==> src/rtl/ccs_pkg.sv <==
`timescale 1ns/1ps
package ccs_pkg;
  // Which change of the synchronized qualifier counts as an event.
  typedef enum logic [0:0] {
    QUAL_ANY_EDGE = 1'b0,  // qualifier is a counter bit: both edges count
    QUAL_RISE     = 1'b1   // qualifier is a pulse-like enable: rising only
  } qual_mode_e;
endpackage

==> src/rtl/ccs_sync.sv <==
`timescale 1ns/1ps
module ccs_sync #(
  parameter int STAGES = 2
) (
  input  logic clk,
  input  logic rst_n,
  input  logic d,
  output logic q
);
  logic [STAGES-1:0] chain;

  always_ff @(posedge clk or negedge rst_n) begin
    if (!rst_n) chain <= '0;
    else        chain <= {chain[STAGES-2:0], d};
  end

  assign q = chain[STAGES-1];
endmodule

==> src/rtl/ccs_edge.sv <==
`timescale 1ns/1ps
module ccs_edge #(
  parameter ccs_pkg::qual_mode_e MODE = ccs_pkg::QUAL_ANY_EDGE
) (
  input  logic clk,
  input  logic rst_n,
  input  logic lvl,
  output logic pulse
);
  logic lvl_d;

  always_ff @(posedge clk or negedge rst_n) begin
    if (!rst_n) lvl_d <= 1'b0;
    else        lvl_d <= lvl;
  end

  generate
    if (MODE == ccs_pkg::QUAL_ANY_EDGE) begin : g_any
      assign pulse = lvl ^ lvl_d;
    end else begin : g_rise
      assign pulse = lvl & ~lvl_d;
    end
  endgenerate
endmodule

==> src/rtl/ccs_settle.sv <==
`timescale 1ns/1ps
module ccs_settle #(
  parameter int SETTLE_W = 4
) (
  input  logic                clk,
  input  logic                rst_n,
  input  logic                start,
  input  logic [SETTLE_W-1:0] settle,
  output logic                fire
);
  localparam logic [SETTLE_W-1:0] ONE = SETTLE_W'(1);

  logic [SETTLE_W-1:0] remain;
  logic                busy;

  // Zero delay fires with the detected edge; otherwise fire when the
  // countdown reaches its last step.
  assign fire = (start && settle == '0) || (!start && busy && remain == ONE);

  always_ff @(posedge clk or negedge rst_n) begin
    if (!rst_n) begin
      remain <= '0;
      busy   <= 1'b0;
    end else if (start) begin
      remain <= settle;
      busy   <= (settle != '0);
    end else if (busy) begin
      remain <= remain - ONE;
      if (remain == ONE) busy <= 1'b0;
    end
  end
endmodule

==> src/rtl/ccs_snapshot.sv <==
`timescale 1ns/1ps
module ccs_snapshot #(
  parameter int                  CNT_W       = 16,
  parameter int                  SYNC_STAGES = 2,
  parameter int                  SETTLE_W    = 4,
  parameter ccs_pkg::qual_mode_e QUAL_MODE   = ccs_pkg::QUAL_ANY_EDGE
) (
  input  logic                fast_clk,
  input  logic                fast_rst_n,
  input  logic [CNT_W-1:0]    slow_count,
  input  logic                slow_qual,
  input  logic [SETTLE_W-1:0] settle_cycles,
  input  logic                loc_inc,
  output logic [CNT_W-1:0]    snap_value,
  output logic                snap_strobe,
  output logic                snap_valid,
  output logic [CNT_W-1:0]    loc_count,
  output logic [CNT_W-1:0]    diff_value
);
  localparam logic [CNT_W-1:0] CNT_ONE = CNT_W'(1);

  logic qual_sync;
  logic qual_evt;
  logic load_now;

  ccs_sync #(.STAGES(SYNC_STAGES)) u_sync (
    .clk   (fast_clk),
    .rst_n (fast_rst_n),
    .d     (slow_qual),
    .q     (qual_sync)
  );

  ccs_edge #(.MODE(QUAL_MODE)) u_edge (
    .clk   (fast_clk),
    .rst_n (fast_rst_n),
    .lvl   (qual_sync),
    .pulse (qual_evt)
  );

  ccs_settle #(.SETTLE_W(SETTLE_W)) u_settle (
    .clk    (fast_clk),
    .rst_n  (fast_rst_n),
    .start  (qual_evt),
    .settle (settle_cycles),
    .fire   (load_now)
  );

  // Holding register: the bus is sampled only on a qualified, delayed strobe.
  always_ff @(posedge fast_clk or negedge fast_rst_n) begin
    if (!fast_rst_n) begin
      snap_value  <= '0;
      snap_valid  <= 1'b0;
      snap_strobe <= 1'b0;
    end else begin
      snap_strobe <= load_now;
      if (load_now) begin
        snap_value <= slow_count;
        snap_valid <= 1'b1;
      end
    end
  end

  // Local fast-domain counter.
  always_ff @(posedge fast_clk or negedge fast_rst_n) begin
    if (!fast_rst_n)  loc_count <= '0;
    else if (loc_inc) loc_count <= loc_count + CNT_ONE;
  end

  // Difference follows the strobe by one cycle.
  always_ff @(posedge fast_clk or negedge fast_rst_n) begin
    if (!fast_rst_n)      diff_value <= '0;
    else if (snap_strobe) diff_value <= snap_value - loc_count;
  end
endmodule

==> config.mk <==
export PLATFORM = sky130hd
export DESIGN_NAME = ccs_snapshot
export DESIGN_NICKNAME = d
export VERILOG_FILES = /design/src/rtl/ccs_pkg.sv /design/src/rtl/ccs_sync.sv /design/src/rtl/ccs_edge.sv /design/src/rtl/ccs_settle.sv /design/src/rtl/ccs_snapshot.sv
export SDC_FILE = /design/constraint.sdc
export NUM_CORES = 1
export LEC_CHECK = 0
export BUFFER_PORTS_ARGS = -buffer_cell sky130_fd_sc_hd__clkbuf_2
export CAP_MARGIN = 0
export CORE_MARGIN = 8
export CORE_UTILIZATION = 54
export DETAILED_ROUTE_END_ITERATION = 8
export PLACE_DENSITY = 0.78
export SYNTH_ARGS = -nofsm -noshare
export SYNTH_HDL_FRONTEND = slang
export SYNTH_SLANG_ARGS = --single-unit
==> constraint.sdc <==
create_clock -name fast_clk -period 3 [get_ports fast_clk]
set_clock_uncertainty 0.05 [all_clocks]
set_input_delay 0.6 -clock fast_clk [delete_from_list [all_inputs] [get_ports fast_clk]]
set_output_delay 0.6 -clock fast_clk [all_outputs]
set_load 0.005 [all_outputs]
==> results, run 1 <==
- The maximum VDD drop is 0.685 mV.
- The min-delay analysis places its worst path in the category reg -> reg.
- The initial utilization of the core area, before any placement, comes to 0.554.
- The worst register-to-register path begins at loc_count[8]$_DFFE_PN0P_.
- 0 antenna diodes ended up in the layout.
- Clock tree synthesis found a total of 58 sinks.
- In the routed layout, each cell is associated on average with a via count of 5.58.
- The H-tree was split into 3 levels.
- The endpoint of the worst hold path is u_sync.chain[1]$_DFF_PN0_.
- In this run the power density over the cells is 1060 nW/um2.
- Of the total power, registers draw 0.328.
- The clock transition at the registers of the reported paths is 0.07 ns.
- In the synthesized netlist the dominant register cell turns out to be dfrtp_1.
- The number of hold buffers added after cts is 0.
- In the global route stage, met2 resource usage came out at 0.292.
- The setup path with the least slack is of type reg -> reg.
- Cell internal power was estimated by the tool at 2.41 mW.
- CTS placed an instance of clkbuf_8 at the clock tree root.
- The number of I/O port buffers is 73.
- The worst hold path was traced through 0 stages.
- The worst setup slack for register-to-register paths is 0.69 ns.
- The summed negative setup slack over all endpoints is 0 ns.
- The flow ran to the end, and the final reports show no timing, DRC or antenna violations.
- A synthesized cell averages 10.4 um2.
- STA classifies the critical path startpoint as a flop.
- Of the cells placed in the final design, the portion with a size suffix greater than 1 is 0.293.
- The proportion of register bits with asynchronous set or reset after synthesis is 1.00.
- The weighted congestion at the end of routability-driven global placement is 0.887.
- In this run the standard cell core region covers 5890 um2.
- After the last flow step, the layout net total stands at 431.
- In this run the vertical extent of the chip is 93.7 um.
- In the finished design, the share of the clock period the worst path needs comes to 0.770.
- The vias after detailed routing is 2612.
- The final HPWL from detailed placement is 5.71 mm.
- The number of endpoints failing setup at the final stage is 0.
- TritonCTS created 9 clock buffers.
- Setup repair after global routing left no endpoint under its margin.
- The worst setup path is captured at a flop.
- At the worst endpoint, the required time is 3.14 ns.
- Based on the critical path, the design can be clocked at up to 433 MHz.
- The synthesized design contains 0 enable-type register cells.
- The first-pass GRT wire length is 12.6 mm.
- For the pin with the worst max-slew slack, the measured transition is 0.722 ns.
- The analysis attributes to net switching a power of 1.69 mW.
- Synthesis inferred 58 register bits.
- In the global route stage, overall resource usage came out at 0.184.
- The number of nets with antenna violations after detailed routing is 0.
- The number of nets in the synthesized netlist is 356.
- The proportion of synthesized chip area in sequential cells is 0.445.
- The worst reg2reg path depth is 7.
- The number of iterations in the first detailed-routing pass is 4.
- The minimum clock period is 2.31 ns.
- The proportion of total power due to net switching is 0.412.
- The die footprint is 8790 um2.
- The clock passes through at most 2 buffers.
- Dividing the detail-routed wire length by the instance count gives 16.1 um.
- The peak-usage layer in the global routing report is met2.
- In this run the worst path has a maximum fanout of 10.
- Data arrives at the worst endpoint at 2.45 ns.
- The area growth from synthesis to layout is 18.9%.
- Of the total power, the clock network draws 0.182.
- The final count of hold timing violations is 0.
- The summed instance area of the synthesized netlist is 3260 um2.
- The number of antenna violations at the first check in global routing is 0.
- The post-synthesis instance total is 313.
- After detailed routing, the number of remaining DRC violations is 0.
- The final routed wirelength across all metal layers is 7.53 mm.
- The via count of the first global-routing pass came to 2638.
- The met1 usage is 0.220.
- In this run the most critical hold path is launched from u_sync.chain[0]$_DFF_PN0_.
- Final hold analysis gives a worst-case slack of 0.303 ns.
- The relative slew slack is 0.518.
- Entering global routing, the biggest net connects 59 pins.
- For this design the static power due to leakage is 1.84 nW.
- The TritonCTS clock tree is built.
- The x dimension of the die is 93.7 um.
- In the layout the commonest cells are clkbuf_2, dfrtp_1, nand2_1, inv_1, xnor2_1.
- The combinational share of power is 0.490.
- After routing the design area is 3880 um2.
- After clock tree synthesis, the setup repair step added 0 buffers.
- The most common library cell in the layout ignoring fill and taps is clkbuf_2.
- The number of cells upsized or downsized after cts is 0.
- Yosys printed 0 warnings.
- The count of cell types in the netlist is 54.
- In the global route stage, met3 resource usage came out at 0.0568.
- After layout, the design draws a total of 4.10 mW.
- The worst-skew pair later-pin latency is 0.34 ns.
- The total overflow reported by the global router is 0.
- The number of core rows is 28.
- The number of maximum-capacitance constraint violations is 0.
- The final max-slew violation count is 0.
- In this run the critical register-to-register path is captured at diff_value[11]$_DFFE_PN0P_.
- The number of top-level design ports is 74.
- The number of DRC violations after detailed-routing iteration 0 is 148.
- Once placement finished, the instance area stood at 3680 um2.
- The core utilization of the finished layout is 0.659.
==> power by group through the flow <==
stage               combinational, mW  clock (mW)  sequential, mW
global route                     2.23       0.791            1.39
detailed placement               2.01           0            1.36
global placement                 1.96           0            1.34
finish                           2.01       0.747            1.34
CTS                              2.02       0.767            1.35
floorplan                        1.38           0            1.33
==> cell usage after synthesis (4+ instances only) <==
master | number | share of area
a21o_1 | 4 | 0.0092
inv_1 | 24 | 0.028
nand2_1 | 29 | 0.033
a21oi_1 | 13 | 0.020
o21ai_0 | 11 | 0.017
nand3_1 | 12 | 0.018
buf_2 | 4 | 0.0061
nand2b_1 | 5 | 0.0096
nor3_1 | 4 | 0.0061
mux2_1 | 8 | 0.028
nor2_1 | 14 | 0.016
dfrtp_1 | 58 | 0.44
nand4_1 | 7 | 0.013
clkbuf_1 | 4 | 0.0046
nor4_1 | 4 | 0.0077
xnor2_1 | 21 | 0.056
ha_1 | 18 | 0.069
mux2_2 | 13 | 0.045
o211ai_1 | 6 | 0.014
==> per-stage QoR <==
step / std cells / setup WS [ns]
2_1_floorplan: 313 / 0.863
3_3_place_gp: 452 / 0.812
3_5_place_dp: 452 / 0.741
4_1_cts: 468 / 0.712
5_1_grt: 468 / 0.525
6_report: 468 / 0.690
==> layout make-up <==
class                   count  area [um2]
clock buffers              12         155
repair buffers             75         380
flip-flops and latches     58        1450
inverters                  24        90.1
well taps                  75        93.8
clock inverters             4        50.0
multi-input cells         220        1660
fillers                   496        2000
==> critical path, cell delays in order, from the launching register on <==
cell	delay, ns
dfrtp_1	0.41
inv_1	0.06
ha_1	0.46
a21oi_1	0.10
o21ai_0	0.46
a211oi_1	0.11
a221oi_1	0.30
o311ai_0	0.20
==> cell families after synthesis <==
group | after synthesis | share of synthesized area
AND/OR/NAND/NOR | 93 | 0.150
AO/OA/AOI/OAI | 63 | 0.147
flip-flops | 58 | 0.445
buffers and inverters | 35 | 0.0464
XOR/XNOR | 24 | 0.0644
multiplexers | 21 | 0.0725
adder cells (fa/ha/maj) | 19 | 0.0752
==> registers in the layout (all words and copies together), names as in the netlist <==
signal,flops
diff_value,16
loc_count,16
snap_strobe,1
snap_valid,1
snap_value,16
u_edge.lvl_d,1
u_settle.busy,1
u_settle.remain,4
u_sync.chain,2
==> layer usage <==
| layer | routed length (um) | vias to the layer above | share of wire |
|---|---|---|---|
| met3 | 614 | 14 | 0.082 |
| li1 | - | 1268 | - |
| met1 | 3160 | 1244 | 0.42 |
| met4 | 150 | 0 | 0.020 |
| met5 | 0 | - | 0 |
| met2 | 3610 | 86 | 0.48 |
==> worst max-delay path by stage <==
stage	from	endpoint	slack, ns
global placement	loc_count[0]$_DFFE_PN0P_	diff_value[12]$_DFFE_PN0P_	0.81
CTS	loc_count[0]$_DFFE_PN0P_	diff_value[12]$_DFFE_PN0P_	0.71
detailed placement	loc_count[0]$_DFFE_PN0P_	diff_value[12]$_DFFE_PN0P_	0.74
finish	loc_count[8]$_DFFE_PN0P_	diff_value[11]$_DFFE_PN0P_	0.69
global route	loc_count[8]$_DFFE_PN0P_	diff_value[11]$_DFFE_PN0P_	0.52
floorplan	loc_count[0]$_DFFE_PN0P_	diff_value[12]$_DFFE_PN0P_	0.86
Note: power is estimated with default switching activity, not from simulation.
==> run 2, diff against run 1 <==
==> constraint.sdc (replaced) <==
create_clock -name fast_clk -period 2.23 [get_ports fast_clk]
set_clock_uncertainty 0.05 [all_clocks]
set_input_delay 0.446 -clock fast_clk [delete_from_list [all_inputs] [get_ports fast_clk]]
set_output_delay 0.446 -clock fast_clk [all_outputs]
set_load 0.005 [all_outputs]
==> run 2 against run 1 <==
Against the previous run:
- cell count is 2.1% higher
- global-route usage is 0.46 points higher
- die area stayed put
- sequential share of layout area is 1.0 points lower
- wire length is 5.7% higher
- sequential power is 35% higher
- critical path depth is 1 higher
- combinational power is 45% higher
- clock-buffer cell count is 1 lower
- clock power is 30% higher
- critical endpoint is now diff_value[12]$_DFFE_PN0P_
- largest power group unchanged
==> results, run 2 (synthesis results as in run 1) <==
- The flow ran to the end, and the final reports show no timing, DRC or antenna violations.
- The critical path starts at snap_value[0]$_DFFE_PN0P_.
- The data arrival at the endpoint of the critical path was 2.40 ns (-0.05 ns).
- The depth of the CTS H-tree is 3 (unchanged).
- The library cell used as clock root buffer is clkbuf_8.
- The worst slack at placement was -0.0103 ns (-0.752 ns).
- The detailed-route wire length per cell was 16.7 um (+3.4%).
- The largest registers in the layout are diff_value (16), loc_count (16), snap_value (16).
- The number of top-level design ports is 74 (unchanged).
- The slack of the critical path was 0.0664 ns (-0.623 ns).
- The clock transition at the registers of the reported paths is 0.07 ns (about the same).
- The total overflow reported by the global router was 0 (unchanged).
- The number of vias per cell after detailed routing is 5.68 (+1.7%).
- The worst setup path is of the reg -> reg kind.
- The slew at the pin closest to its max-slew limit is 0.637 ns (-0.0846 ns).
- The number of design rule violations left after detail routing is 0 (unchanged).
- The final routed wirelength across all metal layers is 7.96 mm (+5.7%).
- The post-route cell area is 3990 um2 (+2.9%).
- The minimum clock period is 2.16 ns (-0.147 ns).
- The number of core rows came to 28 (unchanged).
- The die footprint is 8790 um2 (unchanged).
- The x dimension of the die came to 93.7 um (unchanged).
- The number of I/O port buffers is 73 (unchanged).
- The number of buffers inserted during clock tree synthesis is 9 (unchanged).
- The relative slew slack is 0.575 (+0.0569).
- The worst-skew pair later-pin latency is 0.34 ns (about the same).
- The fraction of layout instances using a drive strength above 1 is 0.333 (+0.0399).
- The maximum fanout encountered on the critical timing path is 4 (-6).
- The capturing element type of the critical path is a flop.
- The weighted congestion at the end of routability-driven global placement was 0.885 (-0.28%).
- The launching element type of the critical path is a flop.
- The core region area is 5890 um2 (unchanged).
- The class of the tightest hold or removal check is in -> async.
- The number of filler cells placed in the layout is 486 (-2.0%).
- In the layout the commonest cells are clkbuf_2, dfrtp_1, nand2_1, inv_1, xnor2_1.
- The via count of the first global-routing pass came to 2724 (+3.3%).
- The starting density of the core is 0.554 (unchanged).
- The final max-slew violation count is 0 (unchanged).
- The power density normalized to cell area was 1430 nW/um2 (+35%).
- TritonCTS built the clock tree.
- The number of clock sinks seen by CTS is 58 (unchanged).
- The die outline height is 93.7 um (unchanged).
- The number of DRC violations after detailed-routing iteration 0 is 142 (-4.1%).
- The leakage power of the design was 1.89 nW (+3.0%).
- The final count of hold timing violations is 0 (unchanged).
- The number of maximum-capacitance constraint violations is 0 (unchanged).
- The post-route total power is 5.69 mW (+39%).
- The part of the cycle the worst path needs was 0.970 (+0.200).
- The vias after detailed routing is 2713 (+3.9%).
- The post-place instance area came to 3750 um2 (+2.0%).
- The first-pass GRT wire length is 13.0 mm (+3.1%).
- The number of iterations in the first detailed-routing pass was 4 (unchanged).
- The final net count is 443 (+2.8%).
- The area added between synthesis and finish is 22.4%.
- The maximum achievable frequency is 462 MHz (+6.8%).
- The number of buffers between clock root and the deepest sink was 2 (unchanged).
- The worst path required time is 2.46 ns (-0.68 ns).
- The maximum VDD drop came to 0.889 mV (+30%).
- The final HPWL from detailed placement is 6.00 mm (+5.2%).
- The maximum number of pins on one net before global-route repair was 36 (-39%).
- The global routing usage summed across all routing layers was 0.188 (+0.00457).
- The number of antenna violations at the first check in global routing is 0 (unchanged).
- The diode insertion count for antenna repair is 0 (unchanged).
- The number of endpoints failing setup at the final stage was 0 (unchanged).
- Leaving out fill and tap cells, the most frequent cell in the layout is clkbuf_2.
- The number of nets with antenna violations after detailed routing came to 0 (unchanged).
- The startpoint identified for the worst register-to-register timing path is snap_value[0]$_DFFE_PN0P_.
run 2: changes by cell type in the layout (fill, tap and decap cells not counted), sizes merged:
| cell | before | now |
|---|---|---|
| clkinv | 1 | 2 |
| clkbuf | 85 | 84 |
| clkinvlp | 2 | 0 |
| buf | 2 | 14 |
run 2: path summary, 6_finish.rpt:
check,to,slack (ns),cells after the start
worst max register to register,diff_value[12]$_DFFE_PN0P_,0.07,8
worst max-delay path,diff_value[12]$_DFFE_PN0P_,0.07,8
min in group fast_clk,u_sync.chain[0]$_DFF_PN0_,0.16,1
worst min register to register,u_sync.chain[1]$_DFF_PN0_,0.30,0
worst min-delay path,diff_value[12]$_DFFE_PN0P_,0.06,1
max in group asynchronous,loc_count[2]$_DFFE_PN0P_,1.45,2
run 2: timing repair:
action,CTS,global route
setup buffers,1,3
resized for setup,1,8
hold buffers,0,0
pin swaps,0,4
endpoints found under the setup margin,2,6
run 2: area by class of cell:
cell class	count	area [um2]	area share
sequential	58	1450	0.364
multi-input combinational	220	1680	0.421
tap	75	93.8	0.0235
timing repair buffer	87	483	0.121
clock inverter	3	40.0	0.0100
clock buffer	11	151	0.0379
inverter	24	90.1	0.0226
run 2: power breakdown:
group	internal (mW)	leakage (nW)	total [mW]	switching, mW
registers	1.46	0.684	1.81	0.353
logic	1.34	1.11	2.91	1.57
clock network	0.560	0.101	0.972	0.412
total	3.36	1.89	5.69	2.33
run 2: per-layer routing:
layer	routed length [um]	share of wire	vias to the layer above	global-route usage
li1	-	-	1295	-
met1	3330	0.42	1313	0.223
met2	3850	0.48	83	0.303
met3	522	0.066	22	0.0488
met4	254	0.032	0	0.107
met5	0	0	-	0
run 2: critical path, stage by stage, from the launching register on:
cell       delay [ns]
dfrtp_1          0.36
inv_1            0.06
ha_2             0.19
fa_2             0.43
nor2b_4          0.14
o2111a_2         0.27
o311ai_4         0.12
a2111oi_2        0.34
nand3b_1         0.15
run 2: stage by stage:
step                hold slack (ns)  utilization  std cells  setup TNS [ns]
floorplan                     0.100            -        313               0
global route                  0.126        0.679        478         -0.0335
global placement              0.286        0.637        460               0
finish                       0.0607        0.679        478               0
CTS                          0.0760        0.671        475               0
detailed placement            0.285        0.637        460         -0.0103
